$ cat config.mk
export PLATFORM = sky130hd
export DESIGN_NAME = txt_cmd_master
export DESIGN_NICKNAME = d
export VERILOG_FILES = /design/src/rtl/txt_cmd_pkg.sv /design/src/rtl/txt_char_class.sv /design/src/rtl/txt_reply_fmt.sv /design/src/rtl/txt_cmd_master.sv
export SDC_FILE = /design/constraint.sdc
export NUM_CORES = 1
export LEC_CHECK = 0
export ABC_AREA = 1
export CAP_MARGIN = 20
export CELL_PAD_IN_SITES_DETAIL_PLACEMENT = 1
export CELL_PAD_IN_SITES_GLOBAL_PLACEMENT = 1
export CORE_MARGIN = 2
export CORE_UTILIZATION = 33
export CTS_CLUSTER_DIAMETER = 100
export DETAILED_ROUTE_END_ITERATION = 12
export PLACE_DENSITY_LB_ADDON = 0.1
export SYNTH_ARGS = -nofsm -noshare
export SYNTH_HDL_FRONTEND = slang
export SYNTH_SLANG_ARGS = --single-unit
$ cat constraint.sdc
create_clock -name clk -period 2 [get_ports clk]
set_clock_uncertainty 0.2 [all_clocks]
set_input_delay 0.3 -clock clk [delete_from_list [all_inputs] [get_ports clk]]
set_output_delay 0.3 -clock clk [all_outputs]
set_load 0.03 [all_outputs]
$ cat src/rtl/txt_cmd_pkg.sv
package txt_cmd_pkg;

    localparam logic [7:0] ASC_SP = 8'h20;
    localparam logic [7:0] ASC_CR = 8'h0D;
    localparam logic [7:0] ASC_LF = 8'h0A;
    localparam logic [7:0] ASC_Q  = 8'h3F;

    typedef enum logic [3:0] {
        P_IDLE,   // waiting for a command letter
        P_GAP0,   // letter seen, a space must follow
        P_ADDR0,  // skipping spaces before the address
        P_ADDR,   // collecting address digits
        P_GAP1,   // after address: spaces, data start or line end
        P_DATA,   // collecting data digits
        P_TAIL,   // trailing spaces after data
        P_DROP,   // discarding a malformed line
        P_BUS,    // strobe on the master port
        P_RWAIT,  // waiting for read data
        P_REPLY   // reply being sent
    } pstate_e;

    typedef struct packed {
        logic       is_hex;
        logic [3:0] nib;
        logic       is_gap;
        logic       is_eol;
        logic       is_rd;
        logic       is_wr;
    } chr_info_t;

    function automatic logic [7:0] nib_to_ascii(input logic [3:0] n);
        return (n < 4'd10) ? (8'h30 + {4'h0, n}) : (8'h37 + {4'h0, n});
    endfunction

endpackage

$ cat src/rtl/txt_char_class.sv
module txt_char_class
    import txt_cmd_pkg::*;
(
    input  logic [7:0] ch,
    output chr_info_t  info
);

    always_comb begin
        info        = '0;
        info.is_gap = (ch == ASC_SP);
        info.is_eol = (ch == ASC_CR) || (ch == ASC_LF);
        info.is_rd  = (ch == 8'h72) || (ch == 8'h52);
        info.is_wr  = (ch == 8'h77) || (ch == 8'h57);
        if (ch >= 8'h30 && ch <= 8'h39) begin
            info.is_hex = 1'b1;
            info.nib    = ch[3:0];
        end else if ((ch >= 8'h41 && ch <= 8'h46) || (ch >= 8'h61 && ch <= 8'h66)) begin
            info.is_hex = 1'b1;
            info.nib    = ch[3:0] + 4'd9;
        end
    end

endmodule

$ cat src/rtl/txt_reply_fmt.sv
module txt_reply_fmt
    import txt_cmd_pkg::*;
#(
    parameter int DATA_W = 32
) (
    input  logic              clk,
    input  logic              rst_n,
    input  logic              start,
    input  logic              is_err,
    input  logic [DATA_W-1:0] word,
    output logic [7:0]        out_data,
    output logic              out_valid,
    input  logic              out_ready
);

    localparam int NDIG = DATA_W / 4;
    localparam int IW   = $clog2(NDIG + 2);

    typedef struct packed {
        logic              busy;
        logic              err;
        logic [IW-1:0]     idx;
        logic [DATA_W-1:0] sh;
    } fmt_t;

    fmt_t q, d;
    logic [IW-1:0] last_idx;

    assign last_idx = q.err ? IW'(2) : IW'(NDIG + 1);

    always_comb begin
        d = q;
        if (start) begin
            d.busy = 1'b1;
            d.err  = is_err;
            d.idx  = '0;
            d.sh   = word;
        end else if (q.busy && out_ready) begin
            if (q.idx == last_idx) begin
                d.busy = 1'b0;
            end else begin
                d.idx = q.idx + 1'b1;
                if (!q.err && q.idx < IW'(NDIG)) begin
                    d.sh = q.sh << 4;
                end
            end
        end
    end

    always_comb begin
        if (q.err) begin
            case (q.idx)
                IW'(0):  out_data = ASC_Q;
                IW'(1):  out_data = ASC_CR;
                default: out_data = ASC_LF;
            endcase
        end else if (q.idx < IW'(NDIG)) begin
            out_data = nib_to_ascii(q.sh[DATA_W-1 -: 4]);
        end else if (q.idx == IW'(NDIG)) begin
            out_data = ASC_CR;
        end else begin
            out_data = ASC_LF;
        end
    end

    assign out_valid = q.busy;

    always_ff @(posedge clk) begin
        if (!rst_n) begin
            q <= '0;
        end else begin
            q <= d;
        end
    end

endmodule

$ cat src/rtl/txt_cmd_master.sv
module txt_cmd_master
    import txt_cmd_pkg::*;
#(
    parameter int ADDR_W = 32,
    parameter int DATA_W = 32
) (
    input  logic              clk,
    input  logic              rst_n,
    input  logic [7:0]        in_data,
    input  logic              in_valid,
    output logic              in_ready,
    output logic [ADDR_W-1:0] bus_addr,
    output logic [DATA_W-1:0] bus_wdata,
    output logic              bus_read,
    output logic              bus_write,
    input  logic              bus_waitreq,
    input  logic [DATA_W-1:0] bus_rdata,
    input  logic              bus_rvalid,
    output logic [7:0]        out_data,
    output logic              out_valid,
    input  logic              out_ready
);

    localparam int NDIG = DATA_W / 4;
    localparam int CW   = $clog2(NDIG + 1);

    typedef struct packed {
        pstate_e           st;
        logic              wr;
        logic [DATA_W-1:0] addr;
        logic [DATA_W-1:0] data;
        logic [CW-1:0]     nd;
    } ctl_t;

    ctl_t q, d;

    chr_info_t         ci;
    logic              take;
    logic              fmt_start;
    logic              fmt_err;
    logic [DATA_W-1:0] fmt_word;
    logic              fmt_busy;

    txt_char_class u_cls (
        .ch   (in_data),
        .info (ci)
    );

    txt_reply_fmt #(.DATA_W(DATA_W)) u_fmt (
        .clk       (clk),
        .rst_n     (rst_n),
        .start     (fmt_start),
        .is_err    (fmt_err),
        .word      (fmt_word),
        .out_data  (out_data),
        .out_valid (fmt_busy),
        .out_ready (out_ready)
    );

    assign out_valid = fmt_busy;
    assign in_ready  = (q.st != P_BUS) && (q.st != P_RWAIT) && (q.st != P_REPLY);
    assign take      = in_valid && in_ready;
    assign bus_read  = (q.st == P_BUS) && !q.wr;
    assign bus_write = (q.st == P_BUS) && q.wr;
    assign bus_addr  = q.addr[ADDR_W-1:0];
    assign bus_wdata = q.data;

    always_comb begin
        d         = q;
        fmt_start = 1'b0;
        fmt_err   = 1'b0;
        fmt_word  = bus_rdata;
        case (q.st)
            P_IDLE: if (take) begin
                if (ci.is_rd || ci.is_wr) begin
                    d.wr = ci.is_wr;
                    d.st = P_GAP0;
                end else if (!ci.is_gap && !ci.is_eol) begin
                    d.st = P_DROP;
                end
            end
            P_GAP0: if (take) begin
                if (ci.is_gap)      d.st = P_ADDR0;
                else if (ci.is_eol) begin fmt_start = 1'b1; fmt_err = 1'b1; d.st = P_REPLY; end
                else                d.st = P_DROP;
            end
            P_ADDR0: if (take) begin
                if (ci.is_hex) begin
                    d.addr = DATA_W'(ci.nib);
                    d.nd   = CW'(1);
                    d.st   = P_ADDR;
                end else if (ci.is_eol) begin
                    fmt_start = 1'b1; fmt_err = 1'b1; d.st = P_REPLY;
                end else if (!ci.is_gap) begin
                    d.st = P_DROP;
                end
            end
            P_ADDR: if (take) begin
                if (ci.is_hex) begin
                    if (q.nd == CW'(NDIG)) begin
                        d.st = P_DROP;
                    end else begin
                        d.addr = {q.addr[DATA_W-5:0], ci.nib};
                        d.nd   = q.nd + 1'b1;
                    end
                end else if (ci.is_gap) begin
                    d.st = P_GAP1;
                end else if (ci.is_eol) begin
                    if (q.wr) begin fmt_start = 1'b1; fmt_err = 1'b1; d.st = P_REPLY; end
                    else      d.st = P_BUS;
                end else begin
                    d.st = P_DROP;
                end
            end
            P_GAP1: if (take) begin
                if (ci.is_hex && q.wr) begin
                    d.data = DATA_W'(ci.nib);
                    d.nd   = CW'(1);
                    d.st   = P_DATA;
                end else if (ci.is_eol) begin
                    if (q.wr) begin fmt_start = 1'b1; fmt_err = 1'b1; d.st = P_REPLY; end
                    else      d.st = P_BUS;
                end else if (!ci.is_gap) begin
                    d.st = P_DROP;
                end
            end
            P_DATA: if (take) begin
                if (ci.is_hex) begin
                    if (q.nd == CW'(NDIG)) begin
                        d.st = P_DROP;
                    end else begin
                        d.data = {q.data[DATA_W-5:0], ci.nib};
                        d.nd   = q.nd + 1'b1;
                    end
                end else if (ci.is_gap) begin
                    d.st = P_TAIL;
                end else if (ci.is_eol) begin
                    d.st = P_BUS;
                end else begin
                    d.st = P_DROP;
                end
            end
            P_TAIL: if (take) begin
                if (ci.is_eol)      d.st = P_BUS;
                else if (!ci.is_gap) d.st = P_DROP;
            end
            P_DROP: if (take && ci.is_eol) begin
                fmt_start = 1'b1; fmt_err = 1'b1; d.st = P_REPLY;
            end
            P_BUS: if (!bus_waitreq) begin
                d.st = q.wr ? P_IDLE : P_RWAIT;
            end
            P_RWAIT: if (bus_rvalid) begin
                fmt_start = 1'b1;
                fmt_word  = bus_rdata;
                d.st      = P_REPLY;
            end
            P_REPLY: if (!fmt_busy) begin
                d.st = P_IDLE;
            end
            default: d.st = P_IDLE;
        endcase
    end

    always_ff @(posedge clk) begin
        if (!rst_n) begin
            q    <= '0;
            q.st <= P_IDLE;
        end else begin
            q <= d;
        end
    end

endmodule

---- Word level (Yosys, flattened, before mapping) ----
Index checks and enable logic that the tools add are counted.
word-level totals
  register bits ........................... 111
  output and inout port bits .............. 76
  logic and storage cells ................. 187
operators by class
  bitwise logic cells ..................... 2
  mux-type cells .......................... 81
  magnitude comparators ................... 8
  equal/unequal tests ..................... 43
  $add $sub $neg .......................... 5
  reduce and logical (&&, ||, !) cells .... 39
operators with widths
  cell                                                                count
  two-way mux 32 bit                                                  9
  two-way mux 36 bit                                                  5
  two-way mux 4 bit                                                   34
  one-hot mux 32 bit (2 select lines)                                 2
  one-hot mux 4 bit (11 select lines)                                 1
  != test 2 bit (second input constant)                               18
  == test 8 x 7 -> 1 bit (second input constant)                      4
  two-way mux 8 bit                                                   3
  == test 4 bit (second input constant)                               5
  two-way mux 1 bit                                                   18
  == test 4 x 3 -> 1 bit (second input constant)                      4
  == test 8 x 4 -> 1 bit (second input constant)                      2
  greater-or-equal comparator 8 x 7 -> 1 bit (second input constant)  2
  less-or-equal comparator 8 x 7 -> 1 bit (second input constant)     2
  one-hot mux 4 bit (4 select lines)                                  1
  two-way mux 5 bit                                                   3
  adder 6 x 4 -> 7 bit (first input constant)                         2
  logical AND 1 bit                                                   13
  != test 4 bit (second input constant)                               3
  one-hot mux 6 bit (2 select lines)                                  1
  AND reduction 12 bit                                                1
  AND reduction 6 bit                                                 2
  AND reduction 11 bit                                                1
  nonzero test 2 bit                                                  5
  22 further kinds                                                    37

---- Logic depth before layout (Yosys ltp) ----
  word-level depth ........................ 11
  gate-level depth with buffers ........... 14
  gate-level depth less buffers ........... 14

---- By module ----
Synthesis repeated with hierarchy kept, for this count alone.
unflattened totals
  cells, all modules ...................... 978
  area total of the unflattened synthesis .. 6424.9 sq um
by module, submodules not included
  module          seq. area each (sq um)  cells each  instances  area each (sq um)
  txt_cmd_master  1461.4                  606         1          3956.3
  txt_reply_fmt   760.7                   320         1          2178.3
  txt_char_class  0.0                     52          1          290.3

---- Worst setup path before layout ----
No wires, ideal clock.
  kind .................................... reg2reg
  from .................................... register q[70] (netlist bit)
  to ...................................... register u_fmt.q[22] (netlist bit)
  buffers on the path ..................... 2
  data arrival time ....................... 1.836 ns
  cell stages (with the launch flop) ...... 14
  path slack .............................. -0.168 ns
  setup time .............................. 0.132 ns
  period minus slack after synthesis ...... 2.168 ns
  path through ............................ dfxtp_1 buf_2 nand2_2 nand2_1 nand2_2 inv_2 nand2_2 o21ai_1 inv_2 nand3_4 buf_2 nand2_1 o21ai_0 a21oi_1
on the way
  cells in the longest elaborated chain, start to end .. 9
  elaborated cells on any way between the ends .. 24
  classes of those cells .................. 10 x eq/ne; 7 x mux; 7 x reduce/logical
ends and longest elaborated chain
  item                                                                         RTL line               RTL
  start, declared                                                              txt_cmd_master.sv:35   ctl_t q, d;
  != test 4 bit                                                                txt_cmd_master.sv:61   assign in_ready = (q.st != P_BUS) && (q.st != P_RWAIT) && (q.st != P_REPLY);
  logical AND 1 bit                                                            txt_cmd_master.sv:61
  logical AND 1 bit (*)                                                        txt_cmd_master.sv:61
  named net in_ready                                                           txt_cmd_master.sv:11   output logic in_ready,
  logical AND 1 bit (*)                                                        txt_cmd_master.sv:62   assign take = in_valid && in_ready;
  logical AND 1 bit                                                            txt_cmd_master.sv:147  P_DROP: if (take && ci.is_eol) begin
  two-way mux 1 bit                                                            txt_cmd_master.sv:147
  one-hot mux 1 bit (6 select lines) (*)                                       txt_cmd_master.sv:73   case (q.st)
  != test 2 bit (no source line) / nonzero test 2 bit (equally long branches)  --
  AND reduction 3 bit (no source line)                                         --
  end signal, assigned                                                         txt_reply_fmt.sv:70    q <= '0;
  end signal, assigned                                                         txt_reply_fmt.sv:72    q <= d;
  end, declared                                                                txt_reply_fmt.sv:26    fmt_t q, d;
The timed path passes the listed nets; every way through them passes the cells marked *.
A chain may end at the register's enable or synchronous reset.

---- Worst setup path after layout ----
  from .................................... register q[72] (netlist bit)
  to ...................................... register u_fmt.q[22] (netlist bit)
on the way
  cells in the longest elaborated chain, start to end .. 9
  elaborated cells on any way between the ends .. 24
  classes of those cells .................. 10 x eq/ne; 7 x mux; 7 x reduce/logical
ends and longest elaborated chain
  item                                                                         RTL line
  != test 4 bit                                                                txt_cmd_master.sv:61
  logical AND 1 bit (2 in series)                                              txt_cmd_master.sv:61
  logical AND 1 bit                                                            txt_cmd_master.sv:62
  logical AND 1 bit                                                            txt_cmd_master.sv:147
  two-way mux 1 bit                                                            txt_cmd_master.sv:147
  one-hot mux 1 bit (6 select lines) (*)                                       txt_cmd_master.sv:73
  != test 2 bit (no source line) / nonzero test 2 bit (equally long branches)  --
  AND reduction 3 bit (no source line)                                         --
Mark *: on every way between the ends. The rest lies on a longest branch, timed or not.

==> results.yml <==
clock_tree:
  htree_levels: 3
  clock_latency_ns: 0.37
  cts_max_path_buffers: 2
  clock_sinks: 111
  cts_tree: "done"
  ctsHoldBuffers: 0
  cts_inserted_buffers: 9
  clkSlewWorstSetupHoldPaths_ns: 0.08
  cts-root-buf: "clkbuf_16"
place:
  io_buffers: 120
  pre_cts_ws_ns: -0.864
  dp_cells: 1233
  post-dp-hpwl_um: 13600
  gp_congestion: 0.900
  place_area_mm2: 0.00783
synthesis:
  synth_mux_area_share_pct: 0
  synth_top_cell_area_share_pct: 36.8
  synth_top_family_by_area: "simple AND/OR/NAND/NOR gates"
  synth-seq-cells: 111
  syn-instance-count: 879
  synth_fp_nets: 936
  yosysTopAreaCell: "dfxtp_1"
  synth-simple-area-share_pct: 27.6
  synth_warnings: 0
  ys_seq_area_share_pct: 36.8
  synth_xor_area_share_pct: 0.435
  synth_edf_count: 0
  synth-compound-area-share_pct: 16.9
  synth_area_leaders: "dfxtp_1, nand2_1, a21oi_1"
  syn_area_mm2: 0.00605
  synth.distinct_cells: 40
  synth_area_per_cell_um2: 6.88
  synth_top_flop_cell: "dfxtp_1"
  async_flop_share_pct: 0
  synth_adder_area_share_pct: 2.28
setup_path:
  worstSetupPathType: "flip-flop to flip-flop"
  cp.arrival_ns: 2.35
  crit_path_end_kind: "flip-flop"
  worst-path-max-fanout: 8
  crit_required_ns: 2.09
  startpoint_type: "flip-flop"
floorplan:
  die_h_um: 139
  io_pins: 122
  die_w_um: 139
  core-area_mm2: 0.0180
  row_count: 49
  die_area_mm2: 0.0194
  initial_utilization_pct: 33.7
timing:
  period_share_pct: 113
  holdWs_ns: 0.262
  rsz0062_at_grt: "yes"
  layout_min_cycle_time_ns: 2.26
  setup_viol: 96
  fmax_mhz: 443
  fin_ws_ns: -0.260
  maxSlewViolCount: 0
  hold_viol_final: 0
detailed_routing:
  drtIter0Drc: 266
  drtPass1Iterations: 5
  ant_nets: 0
  route.detailed.drc: 0
  wl_um: 25100
  vias_per_cell: 5.11
  wl_per_cell_um: 18.8
  dr_total_vias: 6804
pwr:
  power.share.clock_pct: 28.8
  vdd.ir_drop.worst_v: 0.000445
  power_density_mw_per_mm2: 659
  swShare_pct: 35.7
  power_mw: 6.93
  combPwrFrac_pct: 36.7
  p_switching_mw: 2.47
  seqPwrFrac_pct: 34.5
  power_leakage_nw: 4.44
  p_int_mw: 4.46
layout:
  n_antenna_cell: 0
  fillers: 2062
  final_common_cell: "nand2_1"
  layout-drive-gt1-share_pct: 46.9
  seqCellArea_mm2: 0.00225
  fin_cells: 1331
  multiInputGateArea_mm2: 0.00401
  final_cell_mix: "nand2_1, buf_4, dfxtp_1, clkdlybuf4s50_1, a21oi_2"
  fin_nets: 1154
  fin_area_mm2: 0.0105
  syn2layout_area_growth_pct: 73.9
global_route:
  antenna_found_initial: 0
  grt_max_degree: 41
  grt_pass1_vias: 6719
  grt_pass1_wl_um: 33700
  grt_overflow: 0
  grt.total_usage_pct: 21.0
outcome:
  violations: "setup timing"
  outcome: "complete, but fails checks"
flow_run:
  cap_violations: 0
min_path:
  hold_path.class: "flip-flop to flip-flop"
-- power groups by stage --
stage          logic, mW  registers, mW  clock network (mW)
4_1_cts             1.79           2.37                2.00
3_5_place_dp        1.58           2.41                   0
5_1_grt             2.69           2.40                2.12
3_3_place_gp        1.55           2.40                   0
6_report            2.54           2.39                2.00
2_1_floorplan      0.837           2.39                   0
-- path summary, 6_finish.rpt --
| kind | from | cells past startpoint | end | slack [ns] |
|---|---|---|---|---|
| max | q[72]$_SDFFE_PN0P_ | 15 | u_fmt.q[22]$_SDFFE_PN0P_ | -0.26 |
| min | bus_wdata[30]$_SDFFE_PN0P_ | 2 | bus_wdata[30]$_SDFFE_PN0P_ | 0.26 |
| max reg2reg | q[72]$_SDFFE_PN0P_ | 15 | u_fmt.q[22]$_SDFFE_PN0P_ | -0.26 |
| min reg2reg | bus_wdata[30]$_SDFFE_PN0P_ | 2 | bus_wdata[30]$_SDFFE_PN0P_ | 0.26 |
-- synthesized netlist by cell type (all sizes together), types with 2 or more instances --
library cell	instances
o21a	24
buf	88
o21ai	42
nand2	222
nand3	33
ha	11
inv	74
nor4	3
clkbuf	14
nand3b	2
nor2	87
a21oi	108
o211ai	3
nand4	11
dfxtp	111
nor3	33
xor2	2
o2111ai	2
-- worst max-delay path, stage by stage, from the launching register on --
cell	delay (ns)
dfxtp_4	0.37
inv_4	0.05
nor2_4	0.12
nand2_4	0.09
nand2_8	0.10
inv_4	0.05
nand2_4	0.09
inv_2	0.05
o21ai_2	0.08
nand3_4	0.13
buf_12	0.16
buf_6	0.11
nor2_4	0.16
buf_8	0.18
nand2_4	0.05
a21oi_2	0.17
-- routing by layer --
metal  GRT usage [%]  vias to the layer above  part of all wire (%)
met5               0                        -                     0
met4            5.64                        0                   1.8
met3            3.75                       36                   3.8
met2            38.1                      165                    53
met1            25.4                     3365                    41
li1                -                     3238                     -
-- what timing repair did --
action	CTS	global route
endpoints found under the setup margin	120	118
pin swaps	42	117
gates resized for setup	147	337
buffers inserted	31	37
cloned	7	15
-- through the flow --
stage	TNS [ns]	utilization, %
floorplan	0	-
global placement	-72.13	43.6
detailed placement	-81.68	43.6
CTS	-0.378	49.4
global route	-18.32	58.5
finish	-8.75	58.5
-- state kept, by name, indices dropped and copies added (netlist names) --
register / cells
u_fmt.q: 37
bus_addr: 32
u_fmt.out_valid: 1
bus_wdata: 32
q: 9
-- cell type report --
cell class              instances  area share (%)
multi-input cells             593            38.2
well taps                     229            2.73
clock buffers                  10            2.27
clock inverters                 6           0.797
inverters                      74            3.15
flip-flops and latches        111            21.4
repair buffers                308            31.5
-- cells by family after synthesis --
kind of cell             after synthesis
AND/OR/NAND/NOR                      393
AO/OA/AOI/OAI                        184
other                                  1
flip-flops                           111
adder cells (fa/ha/maj)               11
XOR/XNOR                               3
buffers and inverters                176
(Power assumes the default switching activity.)
